--- src/rtl/clksel_pkg.sv ---
package clksel_pkg;
  localparam int DW = 32;
  localparam int NLANE = DW / 8;
  localparam logic [DW-1:0] PLAIN_MASK = 32'h000F_0073;
  localparam logic [DW-1:0] TMR_MASK   = 32'h0000_2D00;
  localparam logic [DW-1:0] RSVD_MASK  = ~(PLAIN_MASK | TMR_MASK);
  localparam int NSER = 3;
  localparam int SER_W = 2;
  localparam int IIC_W = 3;
  localparam int IIC_LSB = 4;
  localparam int NTMR = 4;
endpackage

--- src/rtl/clksel_qualify.sv ---
module clksel_qualify #(
  parameter int SRC_W = 2,
  parameter int AHB_W = 4,
  parameter int APB_W = 3,
  parameter logic [SRC_W-1:0] SRC_PLL = 2'b10
) (
  input  logic [SRC_W-1:0] sys_src,
  input  logic [AHB_W-1:0] ahb_div,
  input  logic [APB_W-1:0] apb2_div,
  output logic             qual
);
  always_comb begin
    qual = (sys_src == SRC_PLL) && (ahb_div == '0) && (apb2_div == '0);
  end
endmodule

--- src/rtl/clksel_field.sv ---
module clksel_field #(
  parameter int W = 2
) (
  input  logic         clk,
  input  logic         rst,
  input  logic [W-1:0] wen,
  input  logic [W-1:0] d,
  output logic [W-1:0] q
);
  logic [W-1:0] nxt;

  always_comb begin
    for (int i = 0; i < W; i++) begin
      nxt[i] = wen[i] ? d[i] : q[i];
    end
  end

  always_ff @(posedge clk) begin
    if (rst) q <= '0;
    else     q <= nxt;
  end

  AST_FIELD_HOLD: assert property (@(posedge clk) disable iff (rst)
    (wen == '0) |=> $stable(q));
endmodule

--- src/rtl/clksel_gated.sv ---
module clksel_gated #(
  parameter int DW = 32,
  parameter logic [DW-1:0] MASK = '0
) (
  input  logic          clk,
  input  logic          rst,
  input  logic          qual,
  input  logic [DW-1:0] wen,
  input  logic [DW-1:0] d,
  output logic [DW-1:0] q
);
  logic [DW-1:0] nxt;

  always_comb begin
    for (int b = 0; b < DW; b++) begin
      if (!MASK[b])     nxt[b] = 1'b0;
      else if (!qual)   nxt[b] = 1'b0;
      else if (wen[b])  nxt[b] = d[b];
      else              nxt[b] = q[b];
    end
  end

  always_ff @(posedge clk) begin
    if (rst) q <= '0;
    else     q <= nxt;
  end

  AST_TMR_CLEAR: assert property (@(posedge clk) disable iff (rst)
    !qual |=> (q == '0));
  AST_TMR_HOLD: assert property (@(posedge clk) disable iff (rst)
    (qual && ((wen & MASK) == '0)) |=> (q == $past(q)));
endmodule

--- src/rtl/clksel_reg.sv ---
module clksel_reg
  import clksel_pkg::*;
#(
  parameter int ADDR_W = 8,
  parameter logic [ADDR_W-1:0] REG_OFFSET = 8'h30,
  parameter int SRC_W = 2,
  parameter int AHB_W = 4,
  parameter int APB_W = 3,
  parameter logic [SRC_W-1:0] SRC_PLL = 2'b10
) (
  input  logic              clk,
  input  logic              rst,
  input  logic              req_valid,
  input  logic              req_write,
  input  logic [ADDR_W-1:0] req_addr,
  input  logic [NLANE-1:0]  req_be,
  input  logic [DW-1:0]     req_wdata,
  output logic              rd_valid,
  output logic [DW-1:0]     rd_data,
  input  logic [SRC_W-1:0]  sys_src,
  input  logic [AHB_W-1:0]  ahb_div,
  input  logic [APB_W-1:0]  apb2_div,
  output logic [SER_W-1:0]  ser_sel0,
  output logic [SER_W-1:0]  ser_sel1,
  output logic [SER_W-1:0]  ser_sel2,
  output logic [IIC_W-1:0]  iic_sel,
  output logic [NTMR-1:0]   tmr_sel
);
  localparam int SER_LSB [NSER] = '{0, 16, 18};

  logic          hit;
  logic          wr_hit;
  logic          rd_req;
  logic          rd_hit;
  logic [DW-1:0] bit_wen;
  logic          qual;
  logic [SER_W-1:0] ser_q [NSER];
  logic [IIC_W-1:0] iic_q;
  logic [DW-1:0] tmr_q;
  logic [DW-1:0] image;

  always_comb begin
    hit    = req_valid && (req_addr == REG_OFFSET);
    wr_hit = hit && req_write;
    rd_req = req_valid && !req_write;
    rd_hit = hit && !req_write;
    for (int b = 0; b < DW; b++) begin
      bit_wen[b] = wr_hit && req_be[b/8];
    end
  end

  clksel_qualify #(
    .SRC_W(SRC_W), .AHB_W(AHB_W), .APB_W(APB_W), .SRC_PLL(SRC_PLL)
  ) u_qualify (
    .sys_src(sys_src), .ahb_div(ahb_div), .apb2_div(apb2_div), .qual(qual)
  );

  for (genvar g = 0; g < NSER; g++) begin : g_ser
    clksel_field #(.W(SER_W)) u_ser (
      .clk(clk), .rst(rst),
      .wen(bit_wen[SER_LSB[g] +: SER_W]),
      .d(req_wdata[SER_LSB[g] +: SER_W]),
      .q(ser_q[g])
    );
  end

  clksel_field #(.W(IIC_W)) u_iic (
    .clk(clk), .rst(rst),
    .wen(bit_wen[IIC_LSB +: IIC_W]),
    .d(req_wdata[IIC_LSB +: IIC_W]),
    .q(iic_q)
  );

  clksel_gated #(.DW(DW), .MASK(TMR_MASK)) u_tmr (
    .clk(clk), .rst(rst), .qual(qual),
    .wen(bit_wen), .d(req_wdata), .q(tmr_q)
  );

  always_comb begin
    image = tmr_q;
    for (int g = 0; g < NSER; g++) begin
      image[SER_LSB[g] +: SER_W] = ser_q[g];
    end
    image[IIC_LSB +: IIC_W] = iic_q;
  end

  always_ff @(posedge clk) begin
    if (rst) begin
      rd_valid <= 1'b0;
      rd_data  <= '0;
    end else begin
      rd_valid <= rd_req;
      rd_data  <= rd_hit ? image : '0;
    end
  end

  always_comb begin
    ser_sel0 = ser_q[0];
    ser_sel1 = ser_q[1];
    ser_sel2 = ser_q[2];
    iic_sel  = iic_q;
    tmr_sel  = {tmr_q[13], tmr_q[11], tmr_q[10], tmr_q[8]};
  end

  AST_RD_VALID: assert property (@(posedge clk) disable iff (rst)
    rd_req |=> rd_valid);
  AST_WR_NO_VALID: assert property (@(posedge clk) disable iff (rst)
    (req_valid && req_write) |=> !rd_valid);
  AST_RSVD_ZERO: assert property (@(posedge clk) disable iff (rst)
    rd_valid |-> ((rd_data & RSVD_MASK) == '0));
  AST_MISS_ZERO: assert property (@(posedge clk) disable iff (rst)
    (rd_req && (req_addr != REG_OFFSET)) |=> (rd_data == '0));
endmodule

--- config.mk ---
export PLATFORM = sky130hd
export DESIGN_NAME = clksel_reg
export DESIGN_NICKNAME = d
export VERILOG_FILES = /design/src/rtl/clksel_pkg.sv /design/src/rtl/clksel_qualify.sv /design/src/rtl/clksel_field.sv /design/src/rtl/clksel_gated.sv /design/src/rtl/clksel_reg.sv
export SDC_FILE = /design/constraint.sdc
export NUM_CORES = 1
export LEC_CHECK = 0
export BUFFER_PORTS_ARGS = -buffer_cell sky130_fd_sc_hd__buf_2
export CAP_MARGIN = 5
export CELL_PAD_IN_SITES_DETAIL_PLACEMENT = 2
export CELL_PAD_IN_SITES_GLOBAL_PLACEMENT = 2
export CORE_MARGIN = 1.5
export CORE_UTILIZATION = 20
export DETAILED_ROUTE_END_ITERATION = 12
export PLACE_DENSITY_LB_ADDON = 0.05
export SETUP_SLACK_MARGIN = 0.2
export SLEW_MARGIN = 20
export SYNTH_ARGS = -nofsm -noshare
export SYNTH_HDL_FRONTEND = slang
export SYNTH_SLANG_ARGS = --single-unit
--- constraint.sdc ---
create_clock -name clk -period 4.5 [get_ports clk]
set_input_delay 1.125 -clock clk [delete_from_list [all_inputs] [get_ports clk]]
set_output_delay 1.125 -clock clk [all_outputs]
set_load 0.05 [all_outputs]
## Word level (Yosys, flattened, before mapping)

Cells that the tools add are included.

- Flip-flop bits (word level): 74
- Latch bits: 0
- Memory bits (writable): 0
- Memory bits (read-only): 0
- Input port bits: 57
- Output and inout bits: 46
- Word-level logic and storage cells: 26
- Memories kept: 0

- Add/sub/neg operators: 0
- Multipliers: 0
- Divide/modulo/power cells: 0
- $lt $le $gt $ge: 0
- Equal/unequal tests: 2
- Shift-type cells: 0
- Mux-type cells: 0
- Bitwise gates (word level): 2
- Reductions and logical operators: 14

Operators by type and width:

| operator | number |
|---|---|
| logical AND 1 bit | 9 |
| == test 8 x 6 -> 1 bit (second input constant) | 1 |
| logical NOT 4 bit | 1 |
| OR reduction 2 bit | 2 |
| logical NOT 3 bit | 1 |
| == test 2 bit (second input constant) | 1 |
| NOT 1 bit | 2 |
| logical NOT 1 bit | 1 |

## Logic depth before layout (Yosys ltp)

- Word-level depth: 5
- Gate-level depth with buffers: 4

## Cells and area by module

A second synthesis with hierarchy kept.

- Cell total of the unflattened synthesis: 194
- Area, all modules: 2026.9 um^2

By module, submodules not included:

| module | times used | cells each | area an instance (um^2) | seq. area each (um^2) |
|---|---|---|---|---|
| clksel_reg | 1 | 121 | 1337.5 | 660.6 |
| clksel_gated | 1 | 42 | 362.8 | 80.1 |
| clksel_field (g_ser[0].u_ser ...) | 3 | 6 | 67.6 | 40.0 |
| clksel_field (u_iic) | 1 | 9 | 101.3 | 60.1 |
| clksel_qualify | 1 | 4 | 22.5 | 0.0 |

## Worst setup path after synthesis

OpenSTA, ideal clock, no wires.

- Kind: in2reg
- Start: input port req_addr[7]
- End: register g_ser[0].u_ser.q[0]
- Library setup time: 0.125 ns
- Arrival time: 2.108 ns
- Data required time: 4.375 ns
- Path slack: 2.267 ns
- Stages: 4
- Path buffers: 1
- Path through: or4_4 buf_6 o31ai_1 a21oi_1

- Longest elaborated chain between the ends: 4

RTL lines:

| what | line | text |
|---|---|---|
| from (decl) | clksel_reg.sv:15 | `input logic [ADDR_W-1:0] req_addr,` |
| == test 8 x 6 -> 1 bit | clksel_reg.sv:43 | `hit = req_valid && (req_addr == REG_OFFSET);` |
| logical AND 1 bit | clksel_reg.sv:43 |  |
| logical AND 1 bit | clksel_reg.sv:44 | `wr_hit = hit && req_write;` |
| logical AND 1 bit | n/a |  |
| to (signal assigned) | clksel_field.sv:20 | `else q <= nxt;` |
| to (decl) | clksel_field.sv:8 | `output logic [W-1:0] q` |

No other way between the ends.
A chain may end at the register's enable or synchronous reset.

## Worst setup path after layout

- Start: input port req_addr[2]
- End: register rd_data[8]

- Longest elaborated chain between the ends: 5

RTL lines:

| what | line | text |
|---|---|---|
| == test 8 x 6 -> 1 bit | clksel_reg.sv:43 |  |
| logical AND 1 bit | clksel_reg.sv:43 |  |
| logical AND 1 bit | clksel_reg.sv:46 | `rd_hit = hit && !req_write;` |
| NOT 1 bit (no line) | n/a |  |
| OR reduction 2 bit (no line) | n/a |  |
| to (signal assigned) | clksel_reg.sv:93 | `rd_data <= rd_hit ? image : '0;` |
| to (decl) | clksel_reg.sv:19 | `output logic [DW-1:0] rd_data,` |

No other way between the ends.

==> flow_metrics.env <==
export IMPL_n_antenna_cell=0
export IMPL_setup_viol=0
export IMPL_muxShareOfSynthArea_pct=0
export IMPL_worstPathArrival_ns=2.58
export IMPL_cts_tree="yes"
export IMPL_clockRootBuffer="clkbuf_8"
export IMPL_grt_pass1_wl_mm=5.84
export IMPL_drt_pre_antenna_iters=4
export IMPL_status="finished, final reports clean"
export IMPL_ir_drop_v=0.000103
export IMPL_yosysTopAreaCell="dfxtp_1"
export IMPL_vias=1113
export IMPL_drtIter0Drc=34
export IMPL_avgSynthCellArea_um2=9.81
export IMPL_postRouteAntennaNets=0
export IMPL_route_met3_wl_um=281
export IMPL_clock_skew_final_ns=0.00136
export IMPL_synth_simple_area_share_pct=23.8
export IMPL_synth_top_family_by_area="simple AND/OR/NAND/NOR gates"
export IMPL_mappedNetlistArea_um2=1190
export IMPL_hold_buffers=0
export IMPL_fin_cells=254
export IMPL_nets=240
export IMPL_portBuffers=63
export IMPL_ys_seq_elements=27
export IMPL_fin_crit_ns=2.37
export IMPL_num_rows=27
export IMPL_dieWidth_um=80.1
export IMPL_crit_slowest_cell="and4bb_1"
export IMPL_slew_violations=0
export IMPL_crit_path_max_incr_delay_ns=0.62
export IMPL_placed_cells=250
export IMPL_antenna_found_initial=0
export IMPL_final_area_um2=1520
export IMPL_dp_hpwl_mm=2.99
export IMPL_cts_setup_buffers=0
export IMPL_slew_limit_headroom_pct=55.3
export IMPL_drt_met1_wl_mm=1.58
export IMPL_highest_layer="met4"
export IMPL_hp_class="flop to flop"
export IMPL_synth_fa_ha_area_share_pct=0
export IMPL_leakagePower_nw=0.699
export IMPL_yosys_warnings=0
export IMPL_cts_htree_levels=1
export IMPL_rrSetupSlack_ns=3.82
export IMPL_synth_top_area_share_pct=45.5
export IMPL_worstSetupEndpointType="flop"
export IMPL_setup_tns_ns=0
export IMPL_synth_area_leaders="dfxtp_1, buf_4, o31ai_1, and2_1, nand4_1"
export IMPL_utilization_pct=27.0
export IMPL_start_util_pct=21.2
export IMPL_fin_crit_sh_pct=52.6
export IMPL_clk_latency_ns=0.26
export IMPL_vias_per_cell=4.38
export IMPL_max_freq_mhz=422
export IMPL_n_fill_cell=694
export IMPL_grtUsageTotal_pct=11.9
export IMPL_io_pins=103
export IMPL_cp_required_ns=4.71
export IMPL_drv_cap=0
export IMPL_die_y_um=80.1
export IMPL_startpoint_type="primary input"
export IMPL_cts_clk_slew_worst_paths_ns=0.09
export IMPL_rsz0062_at_grt="false"
export IMPL_gp_congestion=0.670
export IMPL_crit_fanout=14
export IMPL_syn_to_final_growth_pct=27.6
export IMPL_path_class="primary input to flop"
export IMPL_synth_xor_area_share_pct=0
export IMPL_drive_gt1_share_pct=38.5
export IMPL_tightest_slew_ns=0.666
export IMPL_die_area_um2=6410
export IMPL_timing_hold_violations_final=0
export IMPL_synth_compound_area_share_pct=13.7
export IMPL_p_per_area_nw_per_um2=294
export IMPL_crit_chain="buf_2, and4bb_1, and3_1, and2_1"
export IMPL_routed_wl_mm=3.82
export IMPL_clock_path_buffers=2
export IMPL_drc=0
export IMPL_core_um2=5610
export IMPL_cts_sinks=27
export IMPL_post_cts_resized=0
export IMPL_cts_made_buffers=3
export IMPL_grt_max_degree=15
export IMPL_dpl_cell_area_um2=1470
export IMPL_syn_inst=121
export IMPL_grt_pass1_vias=1117
export IMPL_synth_seq_area_share_pct=45.5
export IMPL_grt_overflow=0
export IMPL_wire_per_inst_um=15.0
export IMPL_route_met2_wl_mm=1.92
export IMPL_ys_types=21
## cells in the final DEF, fill, tap and decap left out
cell type	count
a21oi_1	13
and2_1	13
and3_1	3
and3_2	1
and4bb_1	1
buf_2	63
buf_4	1
clkbuf_1	1
clkbuf_8	3
conb_1	19
dfxtp_1	27
nand3_1	4
nand4_1	13
nand4bb_1	1
nor2_1	1
nor3b_1	1
nor4_1	1
nor4_2	1
nor4b_1	1
o31ai_1	13
or4_4	1
## worst paths after layout
path,startpoint,end,depth (start not counted)
setup / recovery,req_addr[2],rd_data[8],4
hold / removal,u_tmr.q[8],u_tmr.q[8],2
hold reg to reg,u_tmr.q[8],u_tmr.q[8],2
setup reg to reg,g_ser[0].u_ser.q[0],g_ser[0].u_ser.q[0],2
## cells in the mapped netlist (all sizes together)
| cell | n |
|---|---|
| buf | 24 |
| conb | 1 |
| nand3 | 4 |
| and4bb | 1 |
| nor2 | 1 |
| nand4bb | 1 |
| nor3b | 1 |
| dfxtp | 27 |
| nor4b | 1 |
| or4 | 1 |
| nand4 | 13 |
| dlygate4sd1 | 1 |
| o31ai | 13 |
| a21oi | 13 |
| nor4 | 2 |
| and3 | 4 |
| and2 | 13 |
## through the flow
stage	hold WS [ns]	setup WS, ns	total power (W)
after global routing	0.520	2.01	0.000468
after global placement	0.467	1.83	0.000312
final	0.486	2.13	0.000445
after floorplan	0.704	2.27	0.000304
after CTS	0.494	2.10	0.000454
after detailed placement	0.478	1.81	0.000313
## report_power, final
part	switching [W]	internal (W)	leakage [nW]	total [W]
Combinational	0.0000538	0.0000147	0.458	0.0000684
Sequential	0.000000119	0.000239	0.217	0.000239
Clock	0.0000744	0.0000633	0.0228	0.000138
## critical path: cells and delay by family
| kind | cells | cell delay [ns] |
|---|---|---|
| and+or+nand+nor | 3 | 1.35 |
| buffers and inverters | 1 | 0.10 |
## sequential cells by signal (all words and copies together), names as in the netlist
register,count
rd_data,13
u_iic.q,3
rd_valid,1
u_tmr.q,4
g_ser.u_ser.q,6
## final cells by class
class	count	area, um^2	share of cell area [%]
Multi-Input combinational cell	87	517	34.1
Timing Repair Buffer	64	323	21.3
Tap cell	72	90.1	5.95
Sequential cell	27	541	35.7
Clock buffer	4	45.0	2.97
## cells by family (layout without fill, tap and decap cells)
family                 count (synthesis)  in the layout
AND/OR/NAND/NOR                       42             42
flip-flops                            27             27
AO/OA/AOI/OAI                         26             26
buffers and inverters                 25             68
other                                  1             19
## routing by layer
| metal | GRT usage, % | up-vias |
|---|---|---|
| met5 | 0 | - |
| met4 | 3.62 | 0 |
| met3 | 1.82 | 2 |
| met2 | 21.6 | 48 |
| met1 | 14.3 | 533 |
| li1 | - | 530 |
Power figures use the tool's default switching activity.
